[src/rtl/trap_entry_pkg.sv]
package trap_entry_pkg;
  typedef enum logic [1:0] {
    PRIV_U = 2'd0,
    PRIV_S = 2'd1,
    PRIV_H = 2'd2,
    PRIV_M = 2'd3
  } priv_e;

  localparam int unsigned CAUSE_ECALL = 8;

  // strobes from control to datapath
  typedef struct packed {
    logic wrS;      // update supervisor-level state
    logic wrM;      // update machine-level state
    logic useAddr;  // trap value takes the faulting address
    logic vecOff;   // add cause offset to handler base
  } trapStrobe_t;
endpackage

[src/rtl/trap_entry_ctrl.sv]
module trap_entry_ctrl
  import trap_entry_pkg::*;
#(
  parameter int XLEN    = 32,
  parameter int CAUSE_W = 5
) (
  input  logic               clk,
  input  logic               rst_n,
  input  logic               trapReq,
  input  logic               trapAsync,
  input  logic [CAUSE_W-1:0] trapCause,
  input  logic [1:0]         curPriv,
  input  logic [XLEN-1:0]    intDeleg,
  input  logic [XLEN-1:0]    excDeleg,
  input  logic [1:0]         sVecMode,
  input  logic [1:0]         mVecMode,
  output trapStrobe_t        strobe,
  output logic [CAUSE_W-1:0] effCause,
  output logic               trapDone
);
  logic              isEcall;
  logic [XLEN-1:0]   delegMask;
  logic              delegBit;
  logic              toS;
  logic [1:0]        tgtMode;

  assign isEcall = !trapAsync && (trapCause == CAUSE_W'(CAUSE_ECALL));

  // environment call variant follows the privilege it came from
  always_comb begin
    effCause = trapCause;
    if (isEcall) effCause = CAUSE_W'(CAUSE_ECALL) + CAUSE_W'(curPriv);
  end

  assign delegMask = trapAsync ? intDeleg : excDeleg;
  assign delegBit  = delegMask[effCause];
  assign toS       = (curPriv == PRIV_U || curPriv == PRIV_S) && delegBit;
  assign tgtMode   = toS ? sVecMode : mVecMode;

  always_comb begin
    strobe.wrS    = trapReq && toS;
    strobe.wrM    = trapReq && !toS;
    strobe.vecOff = trapAsync && (tgtMode == 2'd1);
    strobe.useAddr = 1'b0;
    if (!trapAsync) begin
      case (effCause)
        CAUSE_W'(0), CAUSE_W'(1), CAUSE_W'(4), CAUSE_W'(5),
        CAUSE_W'(6), CAUSE_W'(7), CAUSE_W'(12), CAUSE_W'(13),
        CAUSE_W'(15): strobe.useAddr = 1'b1;
        default:      strobe.useAddr = 1'b0;
      endcase
    end
  end

  always_ff @(posedge clk) begin
    if (!rst_n) trapDone <= 1'b0;
    else        trapDone <= trapReq;
  end
endmodule

[src/rtl/trap_entry_dp.sv]
module trap_entry_dp
  import trap_entry_pkg::*;
#(
  parameter int XLEN    = 32,
  parameter int CAUSE_W = 5
) (
  input  logic               clk,
  input  logic               rst_n,
  input  trapStrobe_t        strobe,
  input  logic [CAUSE_W-1:0] effCause,
  input  logic               trapAsync,
  input  logic [XLEN-1:0]    badAddr,
  input  logic [XLEN-1:0]    curPc,
  input  logic [1:0]         curPriv,
  input  logic               curSie,
  input  logic               curMie,
  input  logic [XLEN-1:0]    sVec,
  input  logic [XLEN-1:0]    mVec,
  output logic [1:0]         privOut,
  output logic [XLEN-1:0]    nextPc,
  output logic               sIe,
  output logic               sPie,
  output logic               sPp,
  output logic [XLEN-1:0]    sCause,
  output logic [XLEN-1:0]    sEpc,
  output logic [XLEN-1:0]    sTval,
  output logic               mIe,
  output logic               mPie,
  output logic [1:0]         mPp,
  output logic [XLEN-1:0]    mCause,
  output logic [XLEN-1:0]    mEpc,
  output logic [XLEN-1:0]    mTval
);
  localparam int PAD_W = XLEN - 1 - CAUSE_W;

  logic [XLEN-1:0] causeVal;
  logic [XLEN-1:0] tvalVal;
  logic [XLEN-1:0] vecBase;
  logic [XLEN-1:0] vecOffset;
  logic [XLEN-1:0] handlerPc;

  assign causeVal  = {trapAsync, {PAD_W{1'b0}}, effCause};
  assign tvalVal   = strobe.useAddr ? badAddr : '0;
  assign vecBase   = (strobe.wrS ? sVec : mVec) & ~XLEN'(3);
  assign vecOffset = strobe.vecOff ? (XLEN'(effCause) << 2) : '0;
  assign handlerPc = vecBase + vecOffset;

  always_ff @(posedge clk) begin
    if (!rst_n) begin
      privOut <= PRIV_M;
      nextPc  <= '0;
      sIe     <= 1'b0;
      sPie    <= 1'b0;
      sPp     <= 1'b0;
      sCause  <= '0;
      sEpc    <= '0;
      sTval   <= '0;
      mIe     <= 1'b0;
      mPie    <= 1'b0;
      mPp     <= 2'd0;
      mCause  <= '0;
      mEpc    <= '0;
      mTval   <= '0;
    end else begin
      sIe <= strobe.wrS ? 1'b0 : curSie;
      mIe <= strobe.wrM ? 1'b0 : curMie;
      if (strobe.wrS) begin
        sPie    <= curSie;
        sPp     <= curPriv[0];
        sCause  <= causeVal;
        sEpc    <= curPc;
        sTval   <= tvalVal;
        privOut <= PRIV_S;
        nextPc  <= handlerPc;
      end
      if (strobe.wrM) begin
        mPie    <= curMie;
        mPp     <= curPriv;
        mCause  <= causeVal;
        mEpc    <= curPc;
        mTval   <= tvalVal;
        privOut <= PRIV_M;
        nextPc  <= handlerPc;
      end
    end
  end
endmodule

[src/rtl/trap_entry.sv]
module trap_entry
  import trap_entry_pkg::*;
#(
  parameter int XLEN    = 32,
  parameter int CAUSE_W = $clog2(XLEN)
) (
  input  logic               clk,
  input  logic               rst_n,
  input  logic               trapReq,
  input  logic               trapAsync,
  input  logic [CAUSE_W-1:0] trapCause,
  input  logic [XLEN-1:0]    badAddr,
  input  logic [XLEN-1:0]    curPc,
  input  logic [1:0]         curPriv,
  input  logic               curSie,
  input  logic               curMie,
  input  logic [XLEN-1:0]    intDeleg,
  input  logic [XLEN-1:0]    excDeleg,
  input  logic [XLEN-1:0]    sVec,
  input  logic [XLEN-1:0]    mVec,
  output logic [1:0]         privOut,
  output logic [XLEN-1:0]    nextPc,
  output logic               trapDone,
  output logic               sIe,
  output logic               sPie,
  output logic               sPp,
  output logic [XLEN-1:0]    sCause,
  output logic [XLEN-1:0]    sEpc,
  output logic [XLEN-1:0]    sTval,
  output logic               mIe,
  output logic               mPie,
  output logic [1:0]         mPp,
  output logic [XLEN-1:0]    mCause,
  output logic [XLEN-1:0]    mEpc,
  output logic [XLEN-1:0]    mTval
);
  trapStrobe_t        strobe;
  logic [CAUSE_W-1:0] effCause;

  trap_entry_ctrl #(.XLEN(XLEN), .CAUSE_W(CAUSE_W)) u_ctrl (
    .clk(clk), .rst_n(rst_n), .trapReq(trapReq), .trapAsync(trapAsync),
    .trapCause(trapCause), .curPriv(curPriv), .intDeleg(intDeleg),
    .excDeleg(excDeleg), .sVecMode(sVec[1:0]), .mVecMode(mVec[1:0]),
    .strobe(strobe), .effCause(effCause), .trapDone(trapDone)
  );

  trap_entry_dp #(.XLEN(XLEN), .CAUSE_W(CAUSE_W)) u_dp (
    .clk(clk), .rst_n(rst_n), .strobe(strobe), .effCause(effCause),
    .trapAsync(trapAsync), .badAddr(badAddr), .curPc(curPc),
    .curPriv(curPriv), .curSie(curSie), .curMie(curMie),
    .sVec(sVec), .mVec(mVec), .privOut(privOut), .nextPc(nextPc),
    .sIe(sIe), .sPie(sPie), .sPp(sPp), .sCause(sCause), .sEpc(sEpc),
    .sTval(sTval), .mIe(mIe), .mPie(mPie), .mPp(mPp), .mCause(mCause),
    .mEpc(mEpc), .mTval(mTval)
  );
endmodule

[config.mk]
export PLATFORM = sky130hd
export DESIGN_NAME = trap_entry
export DESIGN_NICKNAME = d
export VERILOG_FILES = /design/src/rtl/trap_entry_pkg.sv /design/src/rtl/trap_entry_ctrl.sv /design/src/rtl/trap_entry_dp.sv /design/src/rtl/trap_entry.sv
export SDC_FILE = /design/constraint.sdc
export NUM_CORES = 1
export LEC_CHECK = 0
export BUFFER_PORTS_ARGS = -buffer_cell sky130_fd_sc_hd__buf_2
export CAP_MARGIN = 20
export CORE_AREA = 3 3 171 173
export DETAILED_ROUTE_END_ITERATION = 8
export DIE_AREA = 0 0 174 176
export PLACE_DENSITY = 0.71
export SYNTH_ARGS = -nofsm -noshare
export SYNTH_HDL_FRONTEND = slang
export SYNTH_HIERARCHICAL = 1
export SYNTH_SLANG_ARGS = --single-unit
[constraint.sdc]
create_clock -name clk -period 5 [get_ports clk]
set_input_delay 0.75 -clock clk [delete_from_list [all_inputs] [get_ports clk]]
set_output_delay 0.75 -clock clk [all_outputs]
set_load 0.005 [all_outputs]
== After elaboration in Yosys (flattened, before gate mapping) ==
Memories as Yosys holds them, arrays and structs flattened.
Index checks and enable logic that the tools add are counted.

* Bits in registers: 181
* Memory bits (read-only): 16
* Input bits: 205
* Output and inout bits: 234
* Word-level logic and storage cells: 47
* Memories kept: 1

* Add/subtract/negate cells: 2
* $lt $le $gt $ge: 1
* Equal/unequal tests: 3
* Muxes and demuxes: 12
* Bitwise operators: 1
* Reduce and logical (&&, ||, !) cells: 12

{| class="wikitable"
|+ Memories
! name !! depth !! width !! rd ports !! clocked after memory_dff !! wr ports !! line !! RTL
|-
| (name not given) || 16 || 1 || 1 || 0 || 0 || trap_entry_ctrl.sv:46 || <nowiki>case (effCause)</nowiki>
|}

{| class="wikitable"
|+ Operators with widths
! cell !! count
|-
| $mux 32 || 5
|-
| $add 32x32->32 || 1
|-
| $mux 7 || 1
|-
| $lt 5x6->1 const B || 1
|-
| $add 4x2->5 const A || 1
|-
| $bmux 1 s5 || 1
|-
| $eq 5x4->1 const B || 1
|-
| $logic_and 1x1->1 || 5
|-
| $mux 5 || 1
|-
| $eq 2x1->1 const B || 2
|-
| $reduce_or 2->1 || 2
|-
| $mux 1 || 3
|-
| $logic_not 1->1 || 2
|-
| $logic_not 2->1 || 1
|-
| $mux 2 || 1
|-
| $reduce_bool 2->1 || 1
|-
| $logic_or 1x1->1 || 1
|-
| $not 1->1 || 1
|}

== Logic depth before layout (Yosys ltp) ==
Gate-level depths: netlist (run 1).

* Depth after elaboration: 13
* Gate-level depth with buffers: 25
* Mapped depth without buffers: 18

== Modules after synthesis ==
The synthesis (run 1) kept the hierarchy.

{| class="wikitable"
|+ By module, submodules not included
! module !! instances !! cells each !! area each (um^2) !! sequential area each (um^2)
|-
| trap_entry_dp || 1 || 918 || 8608.3 || 3563.4
|-
| trap_entry_ctrl || 1 || 100 || 793.3 || 20.0
|}

== Least setup slack after synthesis (run 1) ==
Ideal clock, no wire load.

* Kind: input port to flip-flop
* From: input trapAsync
* To: register u_dp.nextPc[10]
* Setup time: 0.069 ns
* Arrival time: 5.328 ns
* Slack: -0.397 ns
* Stages on the path: 22
* Path through: buf_2 -> buf_1 -> mux4_2 -> or3b_1 -> nand4b_1 -> a2bb2oi_2 -> nor2b_1 -> buf_6 -> buf_6 -> buf_2 -> buf_2 -> buf_2 -> mux2_2 -> ha_1 -> inv_1 -> fa_1 -> nor2b_1 -> o31a_1 -> o21ai_0 -> or3_1 -> a311o_1 -> o21ai_1

{| class="wikitable"
|+ RTL lines
! what !! line !! RTL
|-
| start: declaration || trap_entry.sv:10 || <nowiki>input logic trapAsync,</nowiki>
|-
| end signal: assignment || trap_entry_dp.sv:74 || <nowiki>nextPc <= handlerPc;</nowiki>
|-
| end signal: assignment || trap_entry_dp.sv:83 || <nowiki>nextPc <= handlerPc;</nowiki>
|-
| end: declaration || trap_entry_dp.sv:20 || <nowiki>output logic [XLEN-1:0] nextPc,</nowiki>
|}

==> impl_metrics.json, run 1 <==
{
  "wl_per_cell_um": 17.0,
  "whs_endpoint": "u_dp/nextPc[2]",
  "numCtsBuffers": 17,
  "synth.area.top_cells": "dfxtp_1, mux2i_1, nor2b_1",
  "cts_root_buf": "clkbuf_16",
  "viasPerCell": 4.86,
  "synth-seq-area-share": 0.381,
  "cts_tree": "done",
  "drt_first_pass_iters": 5,
  "fin_skew_ns": 0,
  "die_x_um": 174,
  "regToRegStartpoint": "u_dp/nextPc[10]",
  "status": "completed",
  "grt.overflow.total": 0,
  "worst_r2r_path_depth": 3,
  "finalCritPeriodShare": 0.937,
  "htree_levels": 4,
  "timing.fmax_mhz": 214,
  "grt_antenna_before_repair": 3,
  "clk-insertion-delay-late_ns": 0.41,
  "critical_path_class": "in2reg",
  "finalCriticalPeriod_ns": 4.68,
  "yosys_warnings": 6,
  "hp-class": "reg2reg",
  "ant_nets": 0,
  "die_h_um": 176,
  "cp.required_ns": 5.36,
  "synth-edff-count": 0,
  "routed_wl_um": 30000,
  "hold-path-cell-count": 2,
  "p_per_area_nw_per_um2": 299,
  "timing.rr.end": "u_dp/nextPc[10]",
  "grt_pass1_wl_um": 45500,
  "grt_pass1_vias": 8425,
  "synth.distinct_cells": 74,
  "cp.arrival_ns": 5.05,
  "setup_tns_ns": 0,
  "yosys_most_used_dff": "dfxtp_1",
  "synth.top_cells.by_count": "dfxtp_1, mux2i_1, nand3_1",
  "drt_iter0_drc": 484,
  "grt_max_degree": 99,
  "yosys.area.top_type": "dfxtp_1",
  "maxCapViolations": 0,
  "num_vias": 8573,
  "worst_slew_pin_slew_ns": 0.881,
  "die_area_um2": 30600,
  "fin_ws_ns": 0.317,
  "power.leakage_nw": 5.35,
  "drc_errors": 0,
  "setup_viol": 0,
  "maxSlewViolCount": 0,
  "crit_path_end_kind": "register",
  "syn_to_final_growth_pct": 29.3,
  "clockBufferDepth": 2,
  "fill_cells": 2788,
  "gp_congestion": 0.886,
  "synth.avg_cell_area_um2": 9.24,
  "io_pins": 439,
  "final_hold_viol_count": 0,
  "clk_pin_slew_ns": 0.07,
  "gr-usage-all-layers": 0.185,
  "r2r_slack_ns": 4.14,
  "rsz0062_at_grt": "no",
  "dpl.hpwl_um": 22700,
  "critPathMaxFanout": 9,
  "clkSinkCount": 179,
  "power_mw": 3.63,
  "layout.nets": 1581,
  "peakVddDrop_v": 0.000214,
  "synth.most_common_cell": "dfxtp_1",
  "hold_buffers": 0,
  "post_cts_resized": 0,
  "port_buffers": 383,
  "synthArstFlopShare": 0,
  "syn_inst": 1018,
  "dp_slack_ns": -0.0829,
  "ys_seq_elements": 179,
  "fp-row-count": 61,
  "synth_area_um2": 9400,
  "worst_setup_path_start_kind": "input port",
  "worstHoldStart": "u_dp/nextPc[2]",
  "core_area_um2": 27800,
  "maxSlewHeadroom": 0.413,
  "drive_above_1_share": 0.356,
  "synth_top_area_frac": 0.381,
  "start_util": 0.338,
  "cts_setup_buffers": 0
}
[critical path: stages]
cell and delay, ns:
buf_2 0.10, and3b_1 0.31, a21oi_4 0.09, inv_2 0.17, buf_4 0.20, a211oi_1 0.08, o41ai_1 0.33, a221o_1 0.23
a2bb2oi_2 0.08, buf_4 0.15, nor2b_4 0.27, mux2_2 0.38, ha_1 0.33, nor2b_2 0.18, o31a_1 0.37, o211ai_1 0.50
nor2_1 0.12, or3_1 0.32, nand3_1 0.08
[registers in the layout (all words and copies together) (netlist names), 2 cells and up]
name,cells
u_dp/sTval,32
u_dp/mCause,6
u_dp/mEpc,32
u_dp/nextPc,30
u_dp/sEpc,32
u_dp/mTval,32
u_dp/mPp,2
u_dp/sCause,6
[where the power goes]
part | total (mW) | internal (mW) | leakage (nW) | switching [mW]
Clock | 1.40 | 0.726 | 0.299 | 0.676
Sequential | 1.55 | 1.50 | 1.46 | 0.0417
Combinational | 0.685 | 0.316 | 3.59 | 0.370
[cells by family after synthesis]
| group | synth area share |
|---|---|
| muxes | 0.146 |
| buffers and inverters | 0.0838 |
| DFF | 0.381 |
| other | 0.000799 |
| and+or+nand+nor | 0.244 |
| xor gates and xnor gates | 0.0112 |
| adders and majority gates | 0.00878 |
| AOI/OAI and AO/OA | 0.125 |
[through the flow]
stage | utilization | hold WS [ns] | cell area (um^2) | cells
after floorplan | - | 0.457 | 9680 | 1071
after CTS | 0.437 | 0.478 | 12100 | 1761
after detailed placement | 0.415 | 0.460 | 11500 | 1729
after global routing | 0.437 | 0.497 | 12200 | 1763
final | 0.437 | 0.474 | 12200 | 1763
after global placement | 0.415 | 0.452 | 11500 | 1729
[worst max path at each step]
stage	from	to	slack, ns	cells past startpoint
global placement	trapCause[1]	u_dp/nextPc[26]	0.06	19
floorplan	trapAsync	u_dp/nextPc[24]	-0.05	24
global route	trapCause[1]	u_dp/nextPc[24]	0.03	19
detailed placement	trapCause[1]	u_dp/nextPc[24]	-0.08	19
CTS	trapCause[1]	u_dp/nextPc[24]	0.37	19
finish	trapCause[1]	u_dp/nextPc[22]	0.32	19
[cell usage in the layout (no fill, tap or decap), types with 10 or more instances in the layout]
cell type,synthesis,final
clkbuf_16,0,17
nand4_1,10,10
nand2b_1,71,71
nor2_1,23,22
nand2_1,47,46
buf_2,15,382
a21boi_0,67,67
dfxtp_1,179,179
o21ai_0,19,18
nor2b_1,88,86
conb_1,2,55
mux2i_1,104,104
buf_4,57,27
nand3_1,98,97
[per-layer routing]
layer  GRT usage  up-vias  wire, um
met5           0        -        13
met4      0.0597        2       605
met3      0.0540       36      2390
met2       0.313      376     14500
met1       0.227     4007     12500
li1            -     4152         -
[layout make-up]
type,count,area (um^2),share of cell area
Sequential cell,179,3580,0.295
Antenna cell,2,5.00,0.000412
Timing Repair Buffer,410,2130,0.176
Clock inverter,15,190,0.0156
Tap cell,378,473,0.0389
Multi-Input combinational cell,750,5300,0.436
Inverter,12,45.0,0.00371
Clock buffer,17,425,0.0350
No activity file was read; power rests on OpenSTA's default activity.
==> run 2: changes to the inputs <==
CELL_PAD_IN_SITES_DETAIL_PLACEMENT = 1   (was default)
CELL_PAD_IN_SITES_GLOBAL_PLACEMENT = 2   (was default)
CORE_AREA = default   (was 3 3 171 173)
CORE_ASPECT_RATIO = 1.4   (was default)
CORE_MARGIN = 3   (was default)
CORE_UTILIZATION = 24   (was default)
DIE_AREA = default   (was 0 0 174 176)
PLACE_DENSITY = 0.85   (was 0.71)
==> impl_metrics.json, run 2 (synthesis gave the netlist of run 1 again) <==
{
  "power.leakage_nw": 5.41,
  "utilization": 0.322,
  "peakVddDrop_v": 0.000182,
  "finalInstanceArea_um2": 12400,
  "cts_tree": "done",
  "slowest_stage": "or4_1",
  "io_pins": 439,
  "clk_pin_slew_ns": 0.08,
  "core_area_um2": 38600,
  "syn_to_final_growth_pct": 32.4,
  "drt_iter0_drc": 305,
  "gp_congestion": 0.822,
  "cp.arrival_ns": 5.09,
  "finalCritPeriodShare": 0.947,
  "start_util": 0.244,
  "grt.overflow.total": 0,
  "maxSlewViolCount": 0,
  "critical_path_class": "in2reg",
  "die_x_um": 173,
  "critPathMaxFanout": 8,
  "crit_path_end_kind": "register",
  "grt_antenna_before_repair": 3,
  "final_hold_viol_count": 0,
  "finalCriticalPeriod_ns": 4.74,
  "wl_per_cell_um": 18.3,
  "worst_slew_pin_slew_ns": 0.777,
  "hp-class": "reg2reg",
  "finalNonFillerCells": 1920,
  "clkSinkCount": 179,
  "clockBufferDepth": 2,
  "fp-row-count": 85,
  "crit_path_end": "u_dp/nextPc[16]",
  "ant_nets": 0,
  "worst_r2r_path_depth": 2,
  "maxSlewHeadroom": 0.482,
  "grt_pass1_vias": 9019,
  "clk-insertion-delay-late_ns": 0.43,
  "worst_setup_path_start_kind": "input port",
  "layout_common_cells": "buf_2, dfxtp_1, mux2i_1",
  "cp_num_cells": 21,
  "dpl.hpwl_um": 27200,
  "grt_pass1_wl_um": 53300,
  "cts_root_buf": "clkbuf_16",
  "htree_levels": 4,
  "setup_viol": 0,
  "port_buffers": 383,
  "cp.required_ns": 5.36,
  "critPathBufInv": 5,
  "holdWs_ns": 0.465,
  "gr-usage-all-layers": 0.162,
  "grt_max_degree": 108,
  "rsz0062_at_grt": "no",
  "timing.rr.end": "u_dp/nextPc[18]",
  "fin_skew_ns": 0,
  "r2r_slack_ns": 4.15,
  "drive_above_1_share": 0.362,
  "p_per_area_nw_per_um2": 296,
  "viasPerCell": 4.50,
  "routed_wl_um": 35100,
  "maxCapViolations": 0,
  "worstHoldStart": "u_dp/nextPc[11]",
  "final_common_cell": "buf_2",
  "regToRegStartpoint": "u_dp/nextPc[18]",
  "power_mw": 3.69,
  "layout.nets": 1592,
  "numCtsBuffers": 17,
  "die_h_um": 240,
  "num_vias": 8638,
  "cp_top_family": "simple AND/OR/NAND/NOR gates",
  "die_area_um2": 41600,
  "place_inst": 1883,
  "dpl_cell_area_um2": 11800,
  "hold_buffers": 0,
  "cp_cell_sequence": "buf_2, and3b_1, a21oi_4, inv_2, mux4_2, or4_1, o31ai_2, a2bb2oi_2, mux2i_2, and2_1, ha_4, inv_2, fa_2, nor2b_2, o31a_1, buf_4, o21ai_0, buf_4, nand2b_1, xnor2_1, o21ai_0",
  "cpPeakStageDelay_ns": 0.51,
  "critical_path.startpoint": "trapCause[1]",
  "status": "completed",
  "timing.fmax_mhz": 211,
  "drt_first_pass_iters": 4,
  "drc_errors": 0
}
==> run 2: changes by cell type in the layout (fill, tap and decap cells not counted), moves of 2 or more <==
cell and change:
clkinv_8 -3, buf_4 +9, diode_2 +2, clkinv_4 +2, inv_8 -2, clkbuf_8 +2
==> run 2: worst min-delay path by stage <==
stage                            to  slack, ns  cells past startpoint
floorplan           u_dp/nextPc[11]       0.46                      2
global placement     u_dp/nextPc[2]       0.45                      2
detailed placement   u_dp/nextPc[2]       0.46                      2
CTS                 u_dp/nextPc[11]       0.47                      2
global route         u_dp/nextPc[2]       0.49                      2
finish              u_dp/nextPc[11]       0.47                      2
==> run 2: final cells by class <==
class | count | area (um^2)
well taps | 522 | 653
diodes | 4 | 10.0
fillers | 4644 | 26200
inverters | 12 | 45.0
repair buffers | 421 | 2240
multi-input cells | 750 | 5300
flip-flops and latches | 179 | 3580
clock inverters | 12 | 161
clock buffers | 20 | 457
==> run 2: per-layer routing <==
metal,wire length [um],GRT usage,vias to the layer above
li1,-,-,4173
met4,765,0.0566,0
met5,0,0,-
met2,18500,0.300,251
met1,14300,0.187,4178
met3,1540,0.0303,36
==> run 2: report_power, final <==
part           switching (mW)  internal [mW]
registers              0.0398           1.50
clock network           0.641          0.785
logic                   0.391          0.327
==> run 2: repair_timing <==
| item | 4_1_cts | 5_1_grt |
|---|---|---|
| endpoints found under the setup margin | 0 | 1 |
| buffers inserted | 0 | 0 |
| resized for setup | 0 | 1 |
==> run 2: worst min-delay path, cell delays in order, from the launching register on <==
cell,delay [ns]
dfxtp_1,0.31
nand2_1,0.05
a21boi_0,0.06
==> run 2: per-stage QoR <==
step	setup WS (ns)	setup TNS [ns]
5_1_grt	0.00371	0
3_5_place_dp	-0.197	-1.18
4_1_cts	0.275	0
2_1_floorplan	-0.0474	-0.107
3_3_place_gp	-0.0528	-0.0995
6_report	0.264	0
==> run 3: changes to the inputs <==
--- a/config.mk
+++ b/config.mk
@@ -16,2 +16,3 @@
 export PLACE_DENSITY = 0.85
+export SKIP_CTS_REPAIR_TIMING = 1
 export SYNTH_ARGS = -nofsm -noshare
==> constraint.sdc (replaced) <==
create_clock -name clk -period 5 [get_ports clk]
set_input_delay 0.25 -clock clk [delete_from_list [all_inputs] [get_ports clk]]
set_output_delay 0.25 -clock clk [all_outputs]
set_load 0.005 [all_outputs]
==> impl_metrics.json, run 3 (synthesis gave the netlist of run 1 again) <==
{
  "status": "completed",
  "crit_path_end_kind": "register",
  "worst_slew_pin_slew_ns": 0.992,
  "clkSinkCount": 179,
  "drt_iter0_drc": 326,
  "drive_above_1_share": 0.348,
  "clk_pin_slew_ns": 0.08,
  "gp_congestion": 0.904,
  "die_h_um": 240,
  "finalCriticalPeriod_ns": 4.50,
  "cts_tree": "done",
  "die_area_um2": 41600,
  "drt_first_pass_iters": 4,
  "grt_pass1_vias": 9250,
  "num_vias": 8700,
  "clockBufferDepth": 2,
  "hp-class": "in2reg",
  "grt_pass1_wl_um": 52500,
  "cp_cell_sequence": "buf_2, and3b_1, a21oi_4, inv_2, mux4_2, a22oi_1, nand4_1, a2bb2oi_2, mux2i_1, and2_1, ha_1, inv_1, fa_1, nor2b_1, o31a_1, o21ai_0, or3_1, a311o_1, o21ai_1",
  "wl_per_cell_um": 18.3,
  "numCtsBuffers": 17,
  "grt_antenna_before_repair": 3,
  "critical_path_class": "in2reg",
  "die_x_um": 173,
  "layout_common_cells": "buf_2, dfxtp_1, mux2i_1",
  "final_common_cell": "buf_2",
  "maxSlewViolCount": 0,
  "critPathMaxFanout": 10,
  "rsz0062_at_grt": "no",
  "critPathBufInv": 3,
  "fp-row-count": 85,
  "port_buffers": 383,
  "cts_root_buf": "clkbuf_16",
  "power.leakage_nw": 5.32,
  "maxCapViolations": 0,
  "viasPerCell": 4.57,
  "maxSlewHeadroom": 0.339,
  "core_area_um2": 38600,
  "cp_top_family": "compound AO/OA/AOI/OAI gates",
  "htree_levels": 4,
  "routed_wl_um": 34800,
  "grt.overflow.total": 0,
  "layout.nets": 1576,
  "gr-usage-all-layers": 0.160,
  "finalNonFillerCells": 1903,
  "cpPeakStageDelay_ns": 0.53,
  "worstHoldStart": "curPc[21]",
  "syn_to_final_growth_pct": 30.1,
  "dpl.hpwl_um": 27000,
  "drc_errors": 0,
  "p_per_area_nw_per_um2": 299,
  "worst_setup_path_start_kind": "input port",
  "setup_tns_ns": 0,
  "start_util": 0.244,
  "ant_nets": 0,
  "io_pins": 439,
  "regToRegStartpoint": "u_dp/nextPc[26]",
  "slowest_stage": "mux4_2",
  "grt_max_degree": 105,
  "setup_viol": 0,
  "fin_skew_ns": 0,
  "place_inst": 1868,
  "clk-insertion-delay-late_ns": 0.45,
  "critical_path.startpoint": "trapCause[1]",
  "peakVddDrop_v": 0.000156,
  "timing.fmax_mhz": 222,
  "finalCritPeriodShare": 0.900,
  "cp.arrival_ns": 4.88,
  "cp.required_ns": 5.38,
  "final_hold_viol_count": 0
}
-- run 3: worst min-delay path, stage by stage --
cell,delay [ns]
buf_2,0.09
mux2i_1,0.06
nor2b_1,0.09
-- run 3: per-stage QoR --
stage / instance area [um^2] / total power, mW / worst slack (ns) / hold WS (ns) / utilization
after floorplan: 9600 / 1.99 / 0.103 / 0.362 / -
after global placement: 11600 / 2.27 / 0.209 / 0.455 / 0.301
after detailed placement: 11600 / 2.28 / 0.0674 / 0.464 / 0.301
after CTS: 12200 / 3.73 / 0.551 / 0.0356 / 0.317
after global routing: 12200 / 3.85 / 0.199 / 0.0649 / 0.317
final: 12200 / 3.65 / 0.498 / 0.0746 / 0.317
-- run 3: final timing paths --
path / endpoint / slack, ns / depth (start not counted)
hold / removal: u_dp/mEpc[21] / 0.07 / 3
hold reg to reg: u_dp/nextPc[2] / 0.47 / 2
setup / recovery: u_dp/nextPc[10] / 0.50 / 19
setup reg to reg: u_dp/nextPc[26] / 4.13 / 2
-- run 3: routing by layer --
layer	vias up	track usage	wire [um]
met4	0	0.0706	1110
met5	-	0	0
li1	4140	-	-
met3	54	0.0384	1870
met2	320	0.313	19100
met1	4186	0.161	12700
-- run 3: final cells by class --
type                            count  area (um^2)
Inverter                           12         45.0
Clock buffer                       18          439
Antenna cell                        3         7.51
Tap cell                          522          653
Multi-Input combinational cell    750         5250
Fill cell                        4626        26400
Clock inverter                     14          166
Timing Repair Buffer              405         2080
Sequential cell                   179         3580
-- run 3: report_power, final --
part           switching, mW  internal (mW)  total (mW)
Sequential            0.0434           1.50        1.55
Clock                  0.646          0.768        1.41
Combinational          0.382          0.311       0.693
Total                   1.07           2.58        3.65
